<file path="src/rtl/frac_bitclk_pkg.sv">
// Package: shared constants and helpers for the fractional bit-clock generator.
// Assumes the stretch mask is 8 bits with the MSB belonging to the start bit.
package frac_bitclk_pkg;

    localparam int MASK_LEN = 8;
    localparam int IDX_W    = $clog2(MASK_LEN);
    localparam int MIN_DIV  = 3;

    // Two-of-three majority of the mid-bit samples.
    function automatic logic vote3(input logic a, input logic b, input logic c);
        return (a & b) | (a & c) | (b & c);
    endfunction

endpackage

</file>
<file path="src/rtl/fbg_div_calc.sv">
// Module: fbg_div_calc
// Turns the programmed divisor and stretch mask into the length of the current
// bit and its first-half length (the mid-bit point). Purely combinational.
// Assumes idx stays below MASK_LEN; divisors below MIN_DIV are raised to it.
module fbg_div_calc
    import frac_bitclk_pkg::*;
#(
    parameter int DIV_W = 16,
    parameter int CNT_W = DIV_W + 1
) (
    input  logic [DIV_W-1:0]    divisor,
    input  logic [MASK_LEN-1:0] stretch_mask,
    input  logic [IDX_W-1:0]    idx,
    output logic [CNT_W-1:0]    bit_len,
    output logic [CNT_W-1:0]    half_len
);

    logic [DIV_W-1:0] n_eff;
    logic             mod_bit;

    // Clamp the divisor to the lowest legal value.
    always_comb begin
        if (divisor < DIV_W'(MIN_DIV)) begin
            n_eff = DIV_W'(MIN_DIV);
        end else begin
            n_eff = divisor;
        end
    end

    // Pick the stretch bit for this bit position, MSB first.
    always_comb begin
        mod_bit = stretch_mask[(MASK_LEN - 1) - int'(idx)];
    end

    // Stretch adds one cycle to the whole bit and to its first half.
    always_comb begin
        bit_len  = CNT_W'(n_eff) + CNT_W'(mod_bit);
        half_len = CNT_W'(n_eff >> 1) + CNT_W'(mod_bit);
    end

endmodule

</file>
<file path="src/rtl/fbg_bit_timer.sv">
// Module: fbg_bit_timer
// Counts source cycles within a bit, advances the stretch-mask position at each
// bit boundary and emits a one-cycle tick after the last cycle of a bit.
// Assumes bit_len >= 3 (guaranteed by the divisor clamp upstream).
module fbg_bit_timer
    import frac_bitclk_pkg::*;
#(
    parameter int CNT_W = 17
) (
    input  logic             clk,
    input  logic             rst_n,
    input  logic             enable,
    input  logic             start,
    input  logic [CNT_W-1:0] bit_len,
    output logic [CNT_W-1:0] cnt,
    output logic [IDX_W-1:0] idx,
    output logic             active,
    output logic             bit_tick
);

    logic last_cycle;
    logic idx_last;

    // Detect the final cycle of the bit and the final mask position.
    always_comb begin
        last_cycle = (cnt == bit_len - CNT_W'(1));
        idx_last   = (idx == IDX_W'(MASK_LEN - 1));
    end

    // Cycle counter, mask position and boundary tick.
    always_ff @(posedge clk) begin
        if (!rst_n || !enable) begin
            cnt      <= '0;
            idx      <= '0;
            active   <= 1'b0;
            bit_tick <= 1'b0;
        end else if (start) begin
            cnt      <= '0;
            idx      <= '0;
            active   <= 1'b1;
            bit_tick <= 1'b0;
        end else if (active && last_cycle) begin
            cnt      <= '0;
            idx      <= idx_last ? '0 : idx + IDX_W'(1);
            bit_tick <= 1'b1;
        end else begin
            cnt      <= active ? cnt + CNT_W'(1) : cnt;
            bit_tick <= 1'b0;
        end
    end

    AST_TICK_PULSE: assert property (@(posedge clk) disable iff (!rst_n)
        bit_tick |=> !bit_tick);

    AST_IDX_WRAP: assert property (@(posedge clk) disable iff (!rst_n)
        (bit_tick && idx == '0) |-> $past(idx) == IDX_W'(MASK_LEN - 1));

    AST_START_RESTART: assert property (@(posedge clk) disable iff (!rst_n)
        (start && enable) |=> (cnt == '0 && idx == '0 && active && !bit_tick));

endmodule

</file>
<file path="src/rtl/fbg_vote_sampler.sv">
// Module: fbg_vote_sampler
// Captures the serial input on both clock edges around mid-bit and registers
// the two-of-three majority together with a one-cycle ready strobe.
// Assumes cap_early and cap_late arrive on consecutive rising edges.
module fbg_vote_sampler
    import frac_bitclk_pkg::*;
(
    input  logic clk,
    input  logic rst_n,
    input  logic enable,
    input  logic rx_in,
    input  logic cap_early,
    input  logic cap_late,
    output logic rx_bit,
    output logic mid_strobe
);

    logic fall_q;
    logic early_q;
    logic mid_q;

    // Half-cycle sample point: capture the input on every falling edge.
    always_ff @(negedge clk) begin
        if (!rst_n) begin
            fall_q <= 1'b1;
        end else begin
            fall_q <= rx_in;
        end
    end

    // Hold the first two samples, then vote with the third.
    always_ff @(posedge clk) begin
        if (!rst_n || !enable) begin
            early_q    <= 1'b1;
            mid_q      <= 1'b1;
            rx_bit     <= 1'b1;
            mid_strobe <= 1'b0;
        end else begin
            mid_strobe <= cap_late;
            if (cap_early) begin
                early_q <= fall_q;
                mid_q   <= rx_in;
            end
            if (cap_late) begin
                rx_bit <= vote3(early_q, mid_q, fall_q);
            end
        end
    end

    AST_STROBE_PULSE: assert property (@(posedge clk) disable iff (!rst_n)
        mid_strobe |=> !mid_strobe);

    AST_RXBIT_HOLD: assert property (@(posedge clk) disable iff (!rst_n)
        (enable && $past(enable) && !mid_strobe) |-> $stable(rx_bit));

endmodule

</file>
<file path="src/rtl/frac_bitclk_gen.sv">
// Module: frac_bitclk_gen (top)
// Fractional bit-clock generator: integer divisor plus per-bit one-cycle
// stretch, boundary tick, and a majority-voted mid-bit sample.
// Assumes divisor and stretch_mask are held steady during a character.
module frac_bitclk_gen
    import frac_bitclk_pkg::*;
#(
    parameter int DIV_W = 16
) (
    input  logic                clk,
    input  logic                rst_n,
    input  logic                enable,
    input  logic                start,
    input  logic [DIV_W-1:0]    divisor,
    input  logic [MASK_LEN-1:0] stretch_mask,
    input  logic                rx_in,
    output logic                bit_tick,
    output logic                mid_strobe,
    output logic                rx_bit
);

    localparam int CNT_W = DIV_W + 1;

    logic [CNT_W-1:0] bit_len;
    logic [CNT_W-1:0] half_len;
    logic [CNT_W-1:0] cnt;
    logic [IDX_W-1:0] idx;
    logic             active;
    logic             cap_early;
    logic             cap_late;

    fbg_div_calc #(
        .DIV_W (DIV_W),
        .CNT_W (CNT_W)
    ) u_calc (
        .divisor      (divisor),
        .stretch_mask (stretch_mask),
        .idx          (idx),
        .bit_len      (bit_len),
        .half_len     (half_len)
    );

    fbg_bit_timer #(
        .CNT_W (CNT_W)
    ) u_timer (
        .clk      (clk),
        .rst_n    (rst_n),
        .enable   (enable),
        .start    (start),
        .bit_len  (bit_len),
        .cnt      (cnt),
        .idx      (idx),
        .active   (active),
        .bit_tick (bit_tick)
    );

    // Sample windows: rising edge H (with falling edge H-1/2) and falling edge H+1/2.
    always_comb begin
        cap_early = active && !start && (cnt == half_len - CNT_W'(1));
        cap_late  = active && !start && (cnt == half_len);
    end

    fbg_vote_sampler u_sampler (
        .clk        (clk),
        .rst_n      (rst_n),
        .enable     (enable),
        .rx_in      (rx_in),
        .cap_early  (cap_early),
        .cap_late   (cap_late),
        .rx_bit     (rx_bit),
        .mid_strobe (mid_strobe)
    );

    AST_IDLE_QUIET: assert property (@(posedge clk) disable iff (!rst_n)
        !enable |=> (!bit_tick && !mid_strobe && rx_bit));

    AST_TICK_SPACING: assert property (@(posedge clk) disable iff (!rst_n)
        bit_tick |-> (!$past(bit_tick) && !$past(bit_tick, 2)));

    AST_STROBE_NOT_TICK: assert property (@(posedge clk) disable iff (!rst_n)
        !(mid_strobe && bit_tick));

endmodule

</file>
<file path="config.mk">
export PLATFORM = sky130hd
export DESIGN_NAME = frac_bitclk_gen
export DESIGN_NICKNAME = d
export VERILOG_FILES = /design/src/rtl/frac_bitclk_pkg.sv /design/src/rtl/fbg_div_calc.sv /design/src/rtl/fbg_bit_timer.sv /design/src/rtl/fbg_vote_sampler.sv /design/src/rtl/frac_bitclk_gen.sv
export SDC_FILE = /design/constraint.sdc
export NUM_CORES = 1
export LEC_CHECK = 0
export BUFFER_PORTS_ARGS = -buffer_cell sky130_fd_sc_hd__buf_2
export CAP_MARGIN = 20
export CORE_ASPECT_RATIO = 0.5
export CORE_MARGIN = 5
export CORE_UTILIZATION = 60
export DETAILED_ROUTE_END_ITERATION = 8
export PLACE_DENSITY = 0.78
export SYNTH_ARGS = -nofsm -noshare
export SYNTH_HDL_FRONTEND = slang
export SYNTH_HIERARCHICAL = 1
export SYNTH_SLANG_ARGS = --single-unit
</file>
<file path="constraint.sdc">
create_clock -name clk -period 8.8 [get_ports clk]
set_input_delay 1.76 -clock clk [delete_from_list [all_inputs] [get_ports clk]]
set_output_delay 1.76 -clock clk [all_outputs]
set_load 0.005 [all_outputs]
</file>
==> results.yml <==
status:
  status: "finished clean"
timing:
  rsz0062_at_grt: "no"
  hold_viol: 0
  holdWs_ns: 0.5131
  setup_viol: 0
  fin_setup_tns_ns: 0
  fin_ws_ns: 2.618
  tightest_slew_ns: 0.8371
  maxSlewViolCount: 0
  maxSlewHeadroom_pct: 43.80
  fin_worst_skew_ns: 0.06043
cells_and_area:
  multi_input_area_sq_um: 2507
  num_antenna_cells: 0
  nFillCells: 458
  fin_area_sq_um: 3373
  area_growth_pct: 4.821
  drive_gt1_share_pct: 14.01
  seqCellArea_sq_um: 540.5
  nets: 461
place:
  dpl-instance-area_sq_um: 3321
  portBuffers: 31
  dp_hpwl_um: 6587
  pre_cts_slack_ns: 2.273
  place_congestion: 0.9481
clock_network:
  htree_num_levels: 1
  cts-root-buf: "clkbuf_8"
  clockBufferDepth: 2
  clock_latency_ns: 0.33
  cts.sink_count: 27
  post_cts_buffers: 0
  clk_pin_slew_ns: 0.09
  numCtsBuffers: 3
  cts_tree: "done"
  cts_resized: 0
  hold_buffers: 0
floorplan:
  ios: 32
  row_count: 18
  die_y_um: 61.79
  initial_core_util_pct: 63.51
  die_area_sq_um: 7017
  core_sq_um: 5067
  dieWidth_um: 113.6
synthesis:
  synth_seq_cells: 27
  synthSimpleGateAreaFrac_pct: 35.46
  synth_top_family_by_area: "simple AND/OR/NAND/NOR gates"
  yosys_warnings: 6
  synthMuxAreaShare_pct: 4.238
  ys_types: 71
  yosysTopAreaCell: "dfxtp_1"
  yosys-top-cells-area: "dfxtp_1, xor2_1, xnor2_1"
  syn_nets: 448
  synthXorXnorAreaFrac_pct: 23.29
  synth_top_cell_area_share_pct: 16.80
  yosysSeqAreaShare_pct: 16.80
  postSynthAreaPerCell_sq_um: 7.868
  synth-async-reset-ratio_pct: 0
  syn_area_sq_um: 3218
  ys.flop_type: "dfxtp_1"
  synth_compound_area_share_pct: 10.93
  netlist_instances: 409
  yosys.area_share.adder_pct: 3.888
  synth_edf_count: 0
critical_path:
  crit_buf_inv: 1
  critPathMaxStageDelay_ns: 0.13
  end_kind: "flop"
  crit_start: "rx_in"
  start_kind: "input port"
  path_cells: "buf_2, nand2b_1"
  critPathArrivalTime_ns: 2.00
  cpLargestDelayFamily: "simple AND/OR/NAND/NOR gates"
  critPathMaxFanout: 2
  crit_slowest_cell: "nand2b_1"
  r2r_start: "u_sampler/fall_q"
  worstPathRequired_ns: 4.62
  crit_type: "in2reg"
power:
  p_per_area_nw_per_um2: 82.75
  peakVddDrop_v: 0.0001385
  leakage_nw: 1.240
  finalPower_uw: 279.1
global_route:
  grt.met1_usage_pct: 35.76
  met2_usage_pct: 40.08
  antenna_found_initial: 0
  grt_pass1_vias: 2938
  busiest_layer: "met2"
  met3_usage_pct: 3.772
  grt_pass1_wl_um: 13970
  grt_max_degree: 22
  grt_overflow: 0
  grt_util_all_layers_pct: 25.05
detailed_routing:
  postRouteAntennaNets: 0
  drcViolationCount: 0
  wl_per_cell_um: 17.35
  drt_first_iter_violations: 360
  wl_um: 8518
  firstDrtPassIters: 5
  num_vias: 3137
  via_per_inst: 6.389
worst_hold_path:
  min_path_type: "reg2reg"
  hold_start: "u_timer/idx[0]"
run:
  cap_violations: 0
state kept, by name, summed over array words and instances, names as in the netlist:
register and cells:
u_sampler/early_q 1, u_sampler/mid_strobe 1, u_sampler/rx_bit 1, u_timer/idx 3, u_timer/bit_tick 1, u_sampler/mid_q 1
u_timer/active 1, u_timer/cnt 17, u_sampler/fall_q 1
cells in the mapped netlist, drive strengths merged (3+ instances only):
master / n
a211oi: 4
a21oi: 5
a31oi: 3
and2: 4
and3: 8
and3b: 3
and4: 3
buf: 14
clkbuf: 10
dfxtp: 27
ha: 10
inv: 8
mux2i: 8
nand2: 34
nand2b: 7
nand3: 21
nand4: 15
nor2: 30
nor2b: 3
nor3: 39
nor3b: 3
nor4: 10
nor4b: 3
o2111ai: 3
o21ai: 6
or2: 4
or2b: 3
or3: 5
xnor2: 37
xor2: 46
layout by cell type (no fill, tap or decap), drive strengths merged, types with 3 or more instances in the layout:
cell	count
xor2	46
nor3	39
xnor2	37
nand2	34
buf	32
nor2	30
dfxtp	27
nand3	21
nand4	15
ha	10
nor4	10
inv	9
and3	8
mux2i	8
nand2b	7
o21ai	6
or3	5
a21oi	5
a211oi	4
and2	4
or2	4
nor3b	3
nor2b	3
a31oi	3
o2111ai	3
nor4b	3
clkbuf	3
and3b	3
or2b	3
and4	3
logic make-up (layout without fill, tap and decap cells):
family	count (synthesis)	in the layout
buffers and inverters	32	44
xor gates and xnor gates	84	84
muxes	11	11
AOI/OAI and AO/OA	42	42
other	1	1
and+or+nand+nor	202	202
adders and majority gates	10	10
DFF	27	27
per-stage QoR:
step                      util (%)  std cells
after CTS                    66.47        490
final                        66.57        491
after global routing         66.57        491
after global placement       65.53        486
after floorplan                  -        409
after detailed placement     65.53        486
power breakdown:
part           internal (mW)  switching [mW]  leakage, nW  total [mW]
Sequential             0.123         0.00110        0.218       0.124
Combinational         0.0313          0.0516        0.991      0.0829
Clock                 0.0330          0.0394       0.0314      0.0724
layer usage:
metal / wire (um) / vias up
met5: 0 / -
met4: 84 / 0
met3: 833 / 8
met2: 3504 / 164
met1: 4096 / 1461
li1: - / 1504
area by class of cell:
type / instances / area share, %
tap: 70 / 2.596
clock inverter: 2 / 0.2967
inverter: 7 / 0.7789
timing repair buffer: 32 / 4.748
multi-input combinational: 350 / 74.33
clock buffer: 3 / 1.224
sequential: 27 / 16.02
path summary, 6_finish.rpt:
kind | end | cells after the start | slack [ns]
max reg2reg | u_sampler/rx_bit | 2 | 3.62
max | u_sampler/fall_q | 2 | 2.62
min reg2reg | u_timer/idx[0] | 2 | 0.51
min | u_timer/idx[0] | 2 | 0.51
Power figures use the tool's default switching activity.
